--- src/rtl/acq_seq_pkg.sv ---
package acq_seq_pkg;
   typedef enum logic [1:0] {
      ST_IDLE    = 2'd0,
      ST_WAIT    = 2'd1,
      ST_DELAY   = 2'd2,
      ST_CAPTURE = 2'd3
   } acq_state_e;

   function automatic logic [15:0] at_least_one(input logic [15:0] v);
      return (v == 16'd0) ? 16'd1 : v;
   endfunction
endpackage

--- src/rtl/acq_trig_front.sv ---
module acq_trig_front #(
   parameter int SYNC_STAGES = 2
) (
   input  logic clk,
   input  logic rst_n,
   input  logic sel_ext,
   input  logic sw_trig,
   input  logic ext_trig,
   output logic trig_pulse
);
   localparam int CHAIN_LEN = SYNC_STAGES + 1;

   initial begin
      if (SYNC_STAGES < 2) $error("SYNC_STAGES must be at least 2");
   end

   logic [CHAIN_LEN-1:0] chain_q;

   generate
      for (genvar g = 0; g < CHAIN_LEN; g++) begin : g_sync
         if (g == 0) begin : g_first
            always_ff @(posedge clk) begin
               if (!rst_n) chain_q[0] <= 1'b0;
               else        chain_q[0] <= ext_trig;
            end
         end else begin : g_next
            always_ff @(posedge clk) begin
               if (!rst_n) chain_q[g] <= 1'b0;
               else        chain_q[g] <= chain_q[g-1];
            end
         end
      end
   endgenerate

   logic ext_edge;
   assign ext_edge   = chain_q[SYNC_STAGES-1] & ~chain_q[SYNC_STAGES];
   assign trig_pulse = sel_ext ? ext_edge : sw_trig;

   // an edge pulse never lasts two cycles
   assert_edge_single_R3: assert property (@(posedge clk) disable iff (!rst_n)
      ext_edge |=> !ext_edge);
endmodule

--- src/rtl/acq_ctrl.sv ---
module acq_ctrl
   import acq_seq_pkg::*;
#(
   parameter int CNT_W = 16
) (
   input  logic             clk,
   input  logic             rst_n,
   input  logic             arm,
   input  logic             trig_pulse,
   input  logic             cfg_mode_delay,
   input  logic [CNT_W-1:0] cfg_delay,
   input  logic [CNT_W-1:0] cfg_scan_intrv,
   input  logic [CNT_W-1:0] cfg_samples,
   input  logic [CNT_W-1:0] cfg_trig_count,
   output logic             capture_stb,
   output logic             busy,
   output logic             done
);
   initial begin
      if (CNT_W != 16) $error("CNT_W must be 16 to match the count fields");
   end

   acq_state_e       state_q;
   logic [CNT_W-1:0] delay_q;
   logic [CNT_W-1:0] scan_q;
   logic [CNT_W-1:0] samp_q;
   logic [CNT_W-1:0] trem_q;
   logic             done_q;

   logic [CNT_W-1:0] delay_eff, scan_eff, samp_eff, trig_eff;
   assign delay_eff = at_least_one(cfg_delay);
   assign scan_eff  = at_least_one(cfg_scan_intrv);
   assign samp_eff  = at_least_one(cfg_samples);
   assign trig_eff  = at_least_one(cfg_trig_count);

   logic last_samp, last_trig;
   assign capture_stb = (state_q == ST_CAPTURE) && (scan_q == '0);
   assign last_samp   = (samp_q == samp_eff - 1'b1);
   assign last_trig   = (trem_q == {{(CNT_W-1){1'b0}}, 1'b1});

   always_ff @(posedge clk) begin
      if (!rst_n) begin
         state_q <= ST_IDLE;
         delay_q <= '0;
         scan_q  <= '0;
         samp_q  <= '0;
         trem_q  <= '0;
         done_q  <= 1'b0;
      end else begin
         done_q <= 1'b0;
         unique case (state_q)
            ST_IDLE: begin
               if (arm) begin
                  state_q <= ST_WAIT;
                  trem_q  <= trig_eff;
               end
            end
            ST_WAIT: begin
               if (trig_pulse) begin
                  scan_q <= '0;
                  samp_q <= '0;
                  if (cfg_mode_delay) begin
                     state_q <= ST_DELAY;
                     delay_q <= delay_eff;
                  end else begin
                     state_q <= ST_CAPTURE;
                  end
               end
            end
            ST_DELAY: begin
               if (delay_q <= {{(CNT_W-1){1'b0}}, 1'b1}) state_q <= ST_CAPTURE;
               else                                        delay_q <= delay_q - 1'b1;
            end
            ST_CAPTURE: begin
               if (scan_q == '0) begin
                  scan_q <= scan_eff - 1'b1;
                  if (last_samp) begin
                     samp_q <= '0;
                     if (last_trig) begin
                        state_q <= ST_IDLE;
                        done_q  <= 1'b1;
                     end else begin
                        trem_q  <= trem_q - 1'b1;
                        state_q <= ST_WAIT;
                     end
                  end else begin
                     samp_q <= samp_q + 1'b1;
                  end
               end else begin
                  scan_q <= scan_q - 1'b1;
               end
            end
            default: state_q <= ST_IDLE;
         endcase
      end
   end

   assign busy = (state_q != ST_IDLE);
   assign done = done_q;

   // a delay that has run out always leads into capture
   assert_delay_exit_R5: assert property (@(posedge clk) disable iff (!rst_n)
      (state_q == ST_DELAY && delay_q <= 1) |=> (state_q == ST_CAPTURE));
   // a trigger during a running delay does not disturb it
   assert_ignore_in_delay_R8: assert property (@(posedge clk) disable iff (!rst_n)
      (state_q == ST_DELAY && delay_q > 1 && trig_pulse) |=> (state_q == ST_DELAY));
   // arm while busy leaves the trigger budget alone
   assert_arm_busy_R12: assert property (@(posedge clk) disable iff (!rst_n)
      (state_q == ST_WAIT && arm && !trig_pulse) |=> $stable(trem_q));
endmodule

--- src/rtl/acq_sample_pack.sv ---
module acq_sample_pack #(
   parameter int ADC_W = 14,
   parameter int SDI_W = 2,
   parameter int OUT_W = 16
) (
   input  logic             clk,
   input  logic             rst_n,
   input  logic             stb,
   input  logic             sdi_en,
   input  logic [ADC_W-1:0] adc_data,
   input  logic [SDI_W-1:0] sdi_in,
   output logic [OUT_W-1:0] out_data,
   output logic             out_valid
);
   initial begin
      if (OUT_W != ADC_W + SDI_W) $error("OUT_W must equal ADC_W + SDI_W");
   end

   logic [SDI_W-1:0] sdi_gated;

   generate
      for (genvar b = 0; b < SDI_W; b++) begin : g_sdi
         assign sdi_gated[b] = sdi_en & sdi_in[b];
      end
   endgenerate

   always_ff @(posedge clk) begin
      if (!rst_n) begin
         out_data  <= '0;
         out_valid <= 1'b0;
      end else begin
         out_valid <= stb;
         if (stb) out_data <= {adc_data, sdi_gated};
      end
   end
endmodule

--- src/rtl/acq_sequencer.sv ---
module acq_sequencer
   import acq_seq_pkg::*;
#(
   parameter int ADC_W       = 14,
   parameter int SDI_W       = 2,
   parameter int CNT_W       = 16,
   parameter int SYNC_STAGES = 2,
   localparam int OUT_W      = ADC_W + SDI_W
) (
   input  logic             clk,
   input  logic             rst_n,
   input  logic             arm,
   input  logic             cfg_src_ext,
   input  logic             cfg_mode_delay,
   input  logic [CNT_W-1:0] cfg_delay,
   input  logic [CNT_W-1:0] cfg_scan_intrv,
   input  logic [CNT_W-1:0] cfg_samples,
   input  logic [CNT_W-1:0] cfg_trig_count,
   input  logic             cfg_sdi_en,
   input  logic             sw_trig,
   input  logic             ext_trig,
   input  logic [ADC_W-1:0] adc_data,
   input  logic [SDI_W-1:0] sdi_in,
   output logic [OUT_W-1:0] out_data,
   output logic             out_valid,
   output logic             busy,
   output logic             done
);
   initial begin
      if (ADC_W < 1 || SDI_W < 1) $error("ADC_W and SDI_W must be positive");
   end

   logic trig_pulse;
   logic capture_stb;

   acq_trig_front #(.SYNC_STAGES(SYNC_STAGES)) u_front (
      .clk(clk), .rst_n(rst_n), .sel_ext(cfg_src_ext),
      .sw_trig(sw_trig), .ext_trig(ext_trig), .trig_pulse(trig_pulse)
   );

   acq_ctrl #(.CNT_W(CNT_W)) u_ctrl (
      .clk(clk), .rst_n(rst_n), .arm(arm), .trig_pulse(trig_pulse),
      .cfg_mode_delay(cfg_mode_delay), .cfg_delay(cfg_delay),
      .cfg_scan_intrv(cfg_scan_intrv), .cfg_samples(cfg_samples),
      .cfg_trig_count(cfg_trig_count), .capture_stb(capture_stb),
      .busy(busy), .done(done)
   );

   acq_sample_pack #(.ADC_W(ADC_W), .SDI_W(SDI_W), .OUT_W(OUT_W)) u_pack (
      .clk(clk), .rst_n(rst_n), .stb(capture_stb), .sdi_en(cfg_sdi_en),
      .adc_data(adc_data), .sdi_in(sdi_in),
      .out_data(out_data), .out_valid(out_valid)
   );

   // converter bits land in the upper field
   assert_word_layout_R9: assert property (@(posedge clk) disable iff (!rst_n)
      out_valid |-> (out_data[OUT_W-1:SDI_W] == $past(adc_data)));
   // low bits follow the enable
   assert_sdi_bits_R10: assert property (@(posedge clk) disable iff (!rst_n)
      out_valid |-> (out_data[SDI_W-1:0] == ($past(cfg_sdi_en) ? $past(sdi_in) : '0)));
   // no sample appears unless busy was high at the capture edge
   assert_no_idle_valid_R11: assert property (@(posedge clk) disable iff (!rst_n)
      !$past(busy) |-> !out_valid);
   // done marks the final sample and the return to idle
   assert_done_final_R12: assert property (@(posedge clk) disable iff (!rst_n)
      done |-> (out_valid && !busy));
endmodule

--- config.mk ---
export PLATFORM = sky130hd
export DESIGN_NAME = acq_sequencer
export DESIGN_NICKNAME = d
export VERILOG_FILES = /design/src/rtl/acq_seq_pkg.sv /design/src/rtl/acq_trig_front.sv /design/src/rtl/acq_ctrl.sv /design/src/rtl/acq_sample_pack.sv /design/src/rtl/acq_sequencer.sv
export SDC_FILE = /design/constraint.sdc
export NUM_CORES = 1
export LEC_CHECK = 0
export CORE_MARGIN = 3
export CORE_UTILIZATION = 30
export CTS_BUF_LIST = sky130_fd_sc_hd__clkbuf_16
export DETAILED_ROUTE_END_ITERATION = 8
export RECOVER_POWER = 100
export REMOVE_ABC_BUFFERS = 1
export SLEW_MARGIN = 20
export SYNTH_ARGS = -nofsm -noshare
export SYNTH_HDL_FRONTEND = slang
export SYNTH_SLANG_ARGS = --single-unit
--- constraint.sdc ---
create_clock -name clk -period 11.5 [get_ports clk]
set_input_delay 2.875 -clock clk [delete_from_list [all_inputs] [get_ports clk]]
set_output_delay 2.875 -clock clk [all_outputs]
set_load 0.005 [all_outputs]
==> results of run 1 <==
[sequential cells by signal, summed over array words and instances, names as in the netlist]
signal and cells:
u_ctrl.delay_q 16, u_front.chain_q 3, u_ctrl.samp_q 16, u_pack.out_valid 1, u_ctrl.state_q 2, u_ctrl.done 1
u_pack.out_data 16, u_ctrl.scan_q 16, u_ctrl.trem_q 16
[where the power goes]
group	total [W]	switching, W	internal (W)
logic	0.000698	0.000438	0.000260
clock network	0.000263	0.000121	0.000142
registers	0.000404	0.0000491	0.000355
total	0.00137	0.000609	0.000757
[stage by stage]
step / hold slack, ps / total power, W / setup slack, ps / util / cells
3_3_place_gp: 418 / 0.00111 / 4230 / 0.381 / 1050
4_1_cts: 444 / 0.00138 / 4450 / 0.396 / 1065
6_report: 441 / 0.00137 / 3890 / 0.394 / 1065
3_5_place_dp: 430 / 0.00111 / 4070 / 0.381 / 1050
2_1_floorplan: 412 / 0.000888 / 5140 / - / 712
5_1_grt: 469 / 0.00148 / 3430 / 0.394 / 1065
[final cells by class]
type                    count  area (um^2)  share of cell area
clock buffers               9          225              0.0326
multi-input cells         597         3430               0.495
well taps                 225          282              0.0407
flip-flops and latches     87         1740               0.252
inverters                  28          105              0.0152
clock inverters             6         28.8             0.00416
repair buffers            113         1110               0.160
[worst max path at each step]
| stage | to | slack (ps) | cells past startpoint | from |
|---|---|---|---|---|
| finish | u_ctrl.samp_q[10]$_SDFFE_PN0P_ | 3890 | 13 | cfg_samples[3] |
| global route | u_ctrl.samp_q[4]$_SDFFE_PN0P_ | 3430 | 13 | cfg_samples[3] |
| CTS | u_ctrl.samp_q[10]$_SDFFE_PN0P_ | 4450 | 13 | cfg_samples[3] |
| detailed placement | u_ctrl.samp_q[5]$_SDFFE_PN0P_ | 4070 | 13 | cfg_samples[3] |
| global placement | u_ctrl.samp_q[11]$_SDFFE_PN0P_ | 4230 | 13 | cfg_samples[5] |
| floorplan | u_ctrl.trem_q[6]$_SDFFE_PN0P_ | 5140 | 12 | cfg_samples[1] |
[Yosys cell counts (5+ instances only)]
cell type,number
nor4_1,30
a211oi_1,9
a31oi_1,6
a22oi_1,8
o21ai_0,35
ha_1,12
dfxtp_1,87
nor2_1,87
nor3_1,34
nand2b_1,10
xor2_1,8
and3_1,8
nor2b_1,5
o211ai_1,9
nand2_1,96
xnor2_1,21
or4_1,5
o22ai_1,16
or3_1,8
clkbuf_1,27
mux2i_1,7
and2_1,12
inv_1,27
nand4_1,10
a21oi_1,69
nand3_1,28
[cells by family (layout without fill, tap and decap cells)]
family	count (synthesis)	in the layout	share of synthesized area
fa+ha+maj	12	12	0.0276
mux	8	8	0.0150
xor+xnor	29	29	0.0468
flops	87	87	0.321
compound gates	197	197	0.229
simple gates	351	351	0.316
buf+inv	62	156	0.0449
[layer usage]
metal  vias to the layer above  track usage  wire length [um]
met4                         0       0.0484               199
met5                         -            0                 0
li1                       2896            -                 -
met3                        14       0.0232               571
met1                      2681        0.219              7700
met2                       111        0.262              7630
==> flow_summary.rst, run 1 <==
.. list-table::
   :header-rows: 1

   * - Metric
     - Value
   * - Result of the run
     - complete, but fails checks
   * - Violated checks
     - capacitance limit, slew limit
   * - GR Util All Layers
     - 0.160
   * - R2R cell count
     - 7
   * - Number of distinct library cells after synthesis
     - 64
   * - Final routed wirelength across all metal layers
     - 16100 um
   * - Die Height
     - 141 um
   * - Insertion delay to the later sink of the worst-skew pair
     - 350 ps
   * - Detail-routed net length per standard cell
     - 15.1 um
   * - Antenna diodes
     - 0
   * - Post-synth EDFFs
     - 0
   * - Placed Area
     - 0.00669 mm^2
   * - Via total after detailed routing
     - 5702
   * - DIE AREA
     - 0.0198 mm^2
   * - Largest stage delay on the critical path
     - 1140 ps
   * - Std cell rows
     - 48
   * - Fraction of registers with async set/reset
     - 0
   * - Initial core utilization
     - 0.310
   * - Worst setup path category
     - input port to flip-flop
   * - Clock transition at path regs
     - 60 ps
   * - Wire length of the first global-routing pass
     - 26400 um
   * - Die X-Extent
     - 141 um
   * - Number of register bits inferred by synthesis
     - 87
   * - Core box area
     - 0.0175 mm^2
   * - Worst r2r src
     - u_ctrl.state_q[0]$_SDFFE_PN0P_
   * - Critical path peak fanout
     - 14
   * - Via count normalized by instance count
     - 5.35
   * - Hold_sp
     - u_front.chain_q[0]$_SDFF_PN0_
   * - Leak Pwr
     - 2.45 nW
   * - Share of final-layout standard cells stronger than drive strength 1
     - 0.0333
   * - Transition time at the pin with the least slew margin
     - 1820 ps
   * - Rel. slew slack
     - -0.214
   * - Hold violation count in the final report
     - 0
   * - Final-layout fill cell count
     - 1864
   * - End of the worst register-to-register path
     - u_ctrl.trem_q[15]$_SDFFE_PN0P_
   * - Synthesized instance count
     - 746
   * - Top cell type's share of synthesized area
     - 0.321
   * - Fin area
     - 0.00691 mm^2
   * - Final critical-path required period
     - 7610 ps
   * - Clock sink total
     - 87
   * - Cell chosen for the clock root
     - clkbuf_16
   * - Setup-failing EPs final
     - 0
   * - Io pins
     - 107
   * - RSZ-0062 raised after global routing
     - no
   * - CTS HTree Levels
     - 3
   * - Area growth from synthesis to final layout
     - 27.3%
   * - Number of pins exceeding their max-slew limit in the final report
     - 39
   * - Part of the cycle the worst path needs
     - 0.662
   * - Syn Area/Cell
     - 7.28 um^2
   * - Setup slack of the most critical reg-to-reg path
     - 7660 ps
   * - Buffers plus inverters on the worst setup path
     - 1
   * - Initial antenna violation count
     - 0
   * - Total clock buffers created by CTS
     - 9
   * - Required time at the endpoint of the critical path
     - 11670 ps
   * - Longest Clk Path Bufs
     - 2
   * - Commonest cells after routing, fill and taps aside
     - nand2_1 (96), nor2_1 (87), dfxtp_1 (87), clkdlybuf4s50_1 (83), a21oi_1 (69)
   * - Antenna viol nets, final
     - 0
   * - PwrDens
     - 198 mW/mm^2
   * - Maximum number of pins on one net before global-route repair
     - 38
   * - Placer's final routability congestion estimate
     - 0.868
   * - Cell types with the largest area share after synthesis
     - dfxtp_1 (32%), nand2_1 (6.6%), a21oi_1 (6.4%), nor2_1 (6.0%), nor4_1 (3.5%)
   * - Delay-heaviest family, CP
     - simple AND/OR/NAND/NOR gates
   * - Arrival time worst endpoint
     - 7780 ps
   * - Max Clk Rate
     - 0.131 GHz
   * - YS warnings
     - 0
   * - Top flip-flop cell by instance count after synthesis
     - dfxtp_1
   * - Post-route DRC violation count
     - 0
   * - Total global routing overflow
     - 0
   * - Class of the most critical hold timing path
     - flip-flop to flip-flop
   * - Post-CTS Resized
     - 0
   * - First-pass iteration count of the detailed router
     - 5
   * - Maximum ir drop on the vdd rail
     - 0.0907 mV
   * - Post-detailed-placement half-perimeter wirelength
     - 11800 um
   * - Worst Setup Start Kind
     - input port
   * - Proportion of synthesized chip area in sequential cells
     - 0.321
   * - TritonCTS clock tree
     - done
   * - Cell Chain, Critical Path
     - dlygate4sd3_1 > or4_1 > nor3_1 > a21oi_1 > ha_1 > nor4b_1 > nand3_1 > nand4_1 > nand4b_1 > or3_1 > o31a_1 > o21ai_0 > nor2_1
   * - Post-CTS setup-driven buffer insertion count
     - 0
   * - WHS Path Cells
     - 1
   * - Initial DRC Count
     - 338
   * - Library cell occupying the most area in the post-synthesis netlist
     - dfxtp_1
   * - Number of buffers inserted by port buffering
     - 106
   * - Worst Hold Path EP
     - u_front.chain_q[1]$_SDFF_PN0_
   * - Crit path capture type
     - flip-flop
   * - Most common library cell in the layout ignoring fill and taps
     - nand2_1
   * - Total negative slack for setup checks
     - 0 ps
   * - Hold buffer count at cts
     - 0
   * - Number of maximum-capacitance violations
     - 2
   * - Final net count
     - 936
   * - Vias in the first global route
     - 5318
   * - Clock Skew
     - 6.42 ps
   * - Synthesized area
     - 0.00543 mm^2
   * - Cell with the largest stage delay on the worst path
     - o21ai_0
Note: power is estimated with default switching activity, not from simulation.
==> run 2, diff against run 1 <==
==> constraint.sdc (replaced) <==
create_clock -name clk -period 7.4 [get_ports clk]
set_input_delay 1.85 -clock clk [delete_from_list [all_inputs] [get_ports clk]]
set_output_delay 1.85 -clock clk [all_outputs]
set_load 0.005 [all_outputs]
==> flow_summary.rst, run 2 (same netlist as run 1, synthesis figures left out) <==
.. list-table::
   :header-rows: 1

   * - Metric
     - Value
   * - Cell Chain, Critical Path
     - dlygate4sd3_1 > or4_1 > nor3_1 > a21oi_1 > ha_1 > xor2_1 > xnor2_1 > nand4_1 > nand4b_1 > or3_1 > nor4_1 > o21ai_0 > o22ai_1 (was dlygate4sd3_1 > or4_1 > nor3_1 > a21oi_1 > ha_1 > nor4b_1 > nand3_1 > nand4_1 > nand4b_1 > or3_1 > o31a_1 > o21ai_0 > nor2_1)
   * - Number of buffers inserted by port buffering
     - 106 (unchanged)
   * - Maximum number of pins on one net before global-route repair
     - 37 (was 38)
   * - Result of the run
     - complete, but fails checks (unchanged)
   * - Core box area
     - 0.0175 mm^2 (unchanged)
   * - Post-CTS Resized
     - 0 (unchanged)
   * - Cell chosen for the clock root
     - clkbuf_16 (unchanged)
   * - Vias in the first global route
     - 5309 (was 5318)
   * - Share of final-layout standard cells stronger than drive strength 1
     - 0.0368 (was 0.0333)
   * - Hold_sp
     - u_front.chain_q[0]$_SDFF_PN0_ (unchanged)
   * - Max Clk Rate
     - 0.158 GHz
   * - Die Height
     - 141 um (unchanged)
   * - Arrival time worst endpoint
     - 6590 ps (was 7780 ps)
   * - Register area
     - 0.00174 mm^2 (unchanged)
   * - Antenna viol nets, final
     - 0 (unchanged)
   * - CTS HTree Levels
     - 3 (unchanged)
   * - Final critical-path required period
     - 6330 ps
   * - Transition time at the pin with the least slew margin
     - 1690 ps (was 1820 ps)
   * - Final setup margin
     - 1070 ps (was 3890 ps)
   * - Class of the most critical hold timing path
     - flip-flop to flip-flop (unchanged)
   * - Total global routing overflow
     - 0 (unchanged)
   * - Pre-CTS WS
     - 1270 ps (was 4070 ps)
   * - Cell Count Post-Placement
     - 1051 (was 1050)
   * - Die X-Extent
     - 141 um (unchanged)
   * - Initial core utilization
     - 0.310 (unchanged)
   * - Initial DRC Count
     - 444 (was 338)
   * - Post-detailed-placement half-perimeter wirelength
     - 11700 um (was 11800 um)
   * - Hold buffer count at cts
     - 0 (unchanged)
   * - Longest Clk Path Bufs
     - 2 (unchanged)
   * - Setup slack of the most critical reg-to-reg path
     - 3540 ps (was 7660 ps)
   * - Critical path peak fanout
     - 9 (was 14)
   * - Hold Slack
     - 436 ps (was 441 ps)
   * - Post-CTS setup-driven buffer insertion count
     - 0 (unchanged)
   * - Detail-routed net length per standard cell
     - 14.8 um (was 15.1 um)
   * - Final-layout fill cell count
     - 1844 (was 1864)
   * - Number of maximum-capacitance violations
     - 1 (was 2)
   * - Crit path capture type
     - flip-flop (unchanged)
   * - Largest stage delay on the critical path
     - 740 ps (was 1140 ps)
   * - Final routed wirelength across all metal layers
     - 15800 um (was 16100 um)
   * - Wire length of the first global-routing pass
     - 26100 um (was 26400 um)
   * - Clock sink total
     - 87 (unchanged)
   * - Area of the multi-input gates
     - 0.00343 mm^2 (unchanged)
   * - Violated checks
     - capacitance limit, slew limit (unchanged)
   * - TritonCTS clock tree
     - done (unchanged)
   * - Post-route DRC violation count
     - 0 (unchanged)
   * - DIE AREA
     - 0.0198 mm^2 (unchanged)
   * - Worst Setup Start Kind
     - input port (unchanged)
   * - Via count normalized by instance count
     - 5.26 (was 5.35)
   * - Part of the cycle the worst path needs
     - 0.855
   * - Insertion delay to the later sink of the worst-skew pair
     - 340 ps (was 350 ps)
   * - R2R cell count
     - 7 (unchanged)
   * - Placer's final routability congestion estimate
     - 0.871 (was 0.868)
   * - Worst Hold Path EP
     - u_front.chain_q[1]$_SDFF_PN0_ (unchanged)
   * - Buffers plus inverters on the worst setup path
     - 1 (unchanged)
   * - Most common library cell in the layout ignoring fill and taps
     - nand2_1 (unchanged)
   * - Leak Pwr
     - 2.46 nW (was 2.45 nW)
   * - Clock Skew
     - 6.85 ps (was 6.42 ps)
   * - Rel. slew slack
     - -0.127 (was -0.214)
   * - Worst setup path category
     - input port to flip-flop (unchanged)
   * - Final net count
     - 937 (was 936)
   * - Commonest cells after routing, fill and taps aside
     - nand2_1 (96), nor2_1 (87), dfxtp_1 (87), clkdlybuf4s50_1 (83), a21oi_1 (69) (unchanged)
   * - Initial antenna violation count
     - 0 (unchanged)
   * - Setup-failing EPs final
     - 0 (unchanged)
   * - Cell with the largest stage delay on the worst path
     - nor4_1 (was o21ai_0)
   * - Area growth from synthesis to final layout
     - 27.6% (was 27.3%)
   * - GR Util All Layers
     - 0.158 (was 0.160)
   * - Clock transition at path regs
     - 70 ps (was 60 ps)
   * - WHS Path Cells
     - 1 (unchanged)
   * - Required time at the endpoint of the critical path
     - 7660 ps (was 11670 ps)
   * - Filler-free cell count of the finished design
     - 1067 (was 1065)
   * - Via total after detailed routing
     - 5611 (was 5702)
   * - Antenna diodes
     - 0 (unchanged)
   * - PwrDens
     - 308 mW/mm^2 (was 198 mW/mm^2)
   * - Number of pins exceeding their max-slew limit in the final report
     - 37 (was 39)
   * - Total clock buffers created by CTS
     - 9 (unchanged)
   * - Io pins
     - 107 (unchanged)
   * - End of the worst register-to-register path
     - u_ctrl.trem_q[8]$_SDFFE_PN0P_ (was u_ctrl.trem_q[15]$_SDFFE_PN0P_)
   * - Worst r2r src
     - u_ctrl.state_q[0]$_SDFFE_PN0P_ (unchanged)
   * - Total negative slack for setup checks
     - 0 ps (unchanged)
   * - Hold violation count in the final report
     - 0 (unchanged)
   * - Delay-heaviest family, CP
     - simple AND/OR/NAND/NOR gates (unchanged)
   * - First-pass iteration count of the detailed router
     - 5 (unchanged)
   * - Std cell rows
     - 48 (unchanged)
   * - RSZ-0062 raised after global routing
     - no (unchanged)
   * - Maximum ir drop on the vdd rail
     - 0.148 mV (was 0.0907 mV)
run 2: changes by cell type in the layout (fill, tap and decap cells not counted):
cell	change
clkbuf_1	+1
clkinvlp_4	+1
clkinv_4	-1
and2_0	+1
clkinv_2	+2
clkinv_1	-2
inv_6	+1
and2_1	-1
run 2: power breakdown:
part / internal, W / switching (W) / leakage, nW
registers: 0.000552 / 0.0000760 / 0.707
clock network: 0.000225 / 0.000196 / 0.130
logic: 0.000404 / 0.000680 / 1.62
run 2: worst max path at each step:
stage / from / to / slack [ps] / cells after the start
after CTS: cfg_samples[5] / u_ctrl.trem_q[6]$_SDFFE_PN0P_ / 1610 / 13
after global placement: cfg_samples[5] / u_ctrl.trem_q[6]$_SDFFE_PN0P_ / 1310 / 13
after detailed placement: cfg_samples[5] / u_ctrl.trem_q[6]$_SDFFE_PN0P_ / 1270 / 13
final: cfg_samples[3] / u_ctrl.trem_q[8]$_SDFFE_PN0P_ / 1070 / 13
after floorplan: cfg_samples[1] / u_ctrl.trem_q[6]$_SDFFE_PN0P_ / 2060 / 12
after global routing: cfg_samples[3] / u_ctrl.trem_q[15]$_SDFFE_PN0P_ / 630 / 13
run 2: metrics by stage:
stage | power (W) | instance area [um^2] | utilization
after global placement | 0.00173 | 6690 | 0.382
after CTS | 0.00215 | 6960 | 0.397
after detailed placement | 0.00172 | 6690 | 0.382
after floorplan | 0.00138 | 5290 | -
after global routing | 0.00232 | 6930 | 0.395
final | 0.00213 | 6930 | 0.395
run 2: cell type report:
type,instances,share of cell area
clock buffer,9,0.0325
clock inverter,7,0.00560
inverter,28,0.0152
multi-input combinational,597,0.494
sequential,87,0.251
tap,225,0.0406
timing repair buffer,114,0.160
run 2: routing by layer:
| layer | wire, um | vias up | track usage |
|---|---|---|---|
| met4 | 200 | 0 | 0.0418 |
| met5 | 0 | - | 0 |
| li1 | - | 2902 | - |
| met2 | 7500 | 92 | 0.260 |
| met3 | 440 | 14 | 0.0201 |
| met1 | 7620 | 2603 | 0.219 |
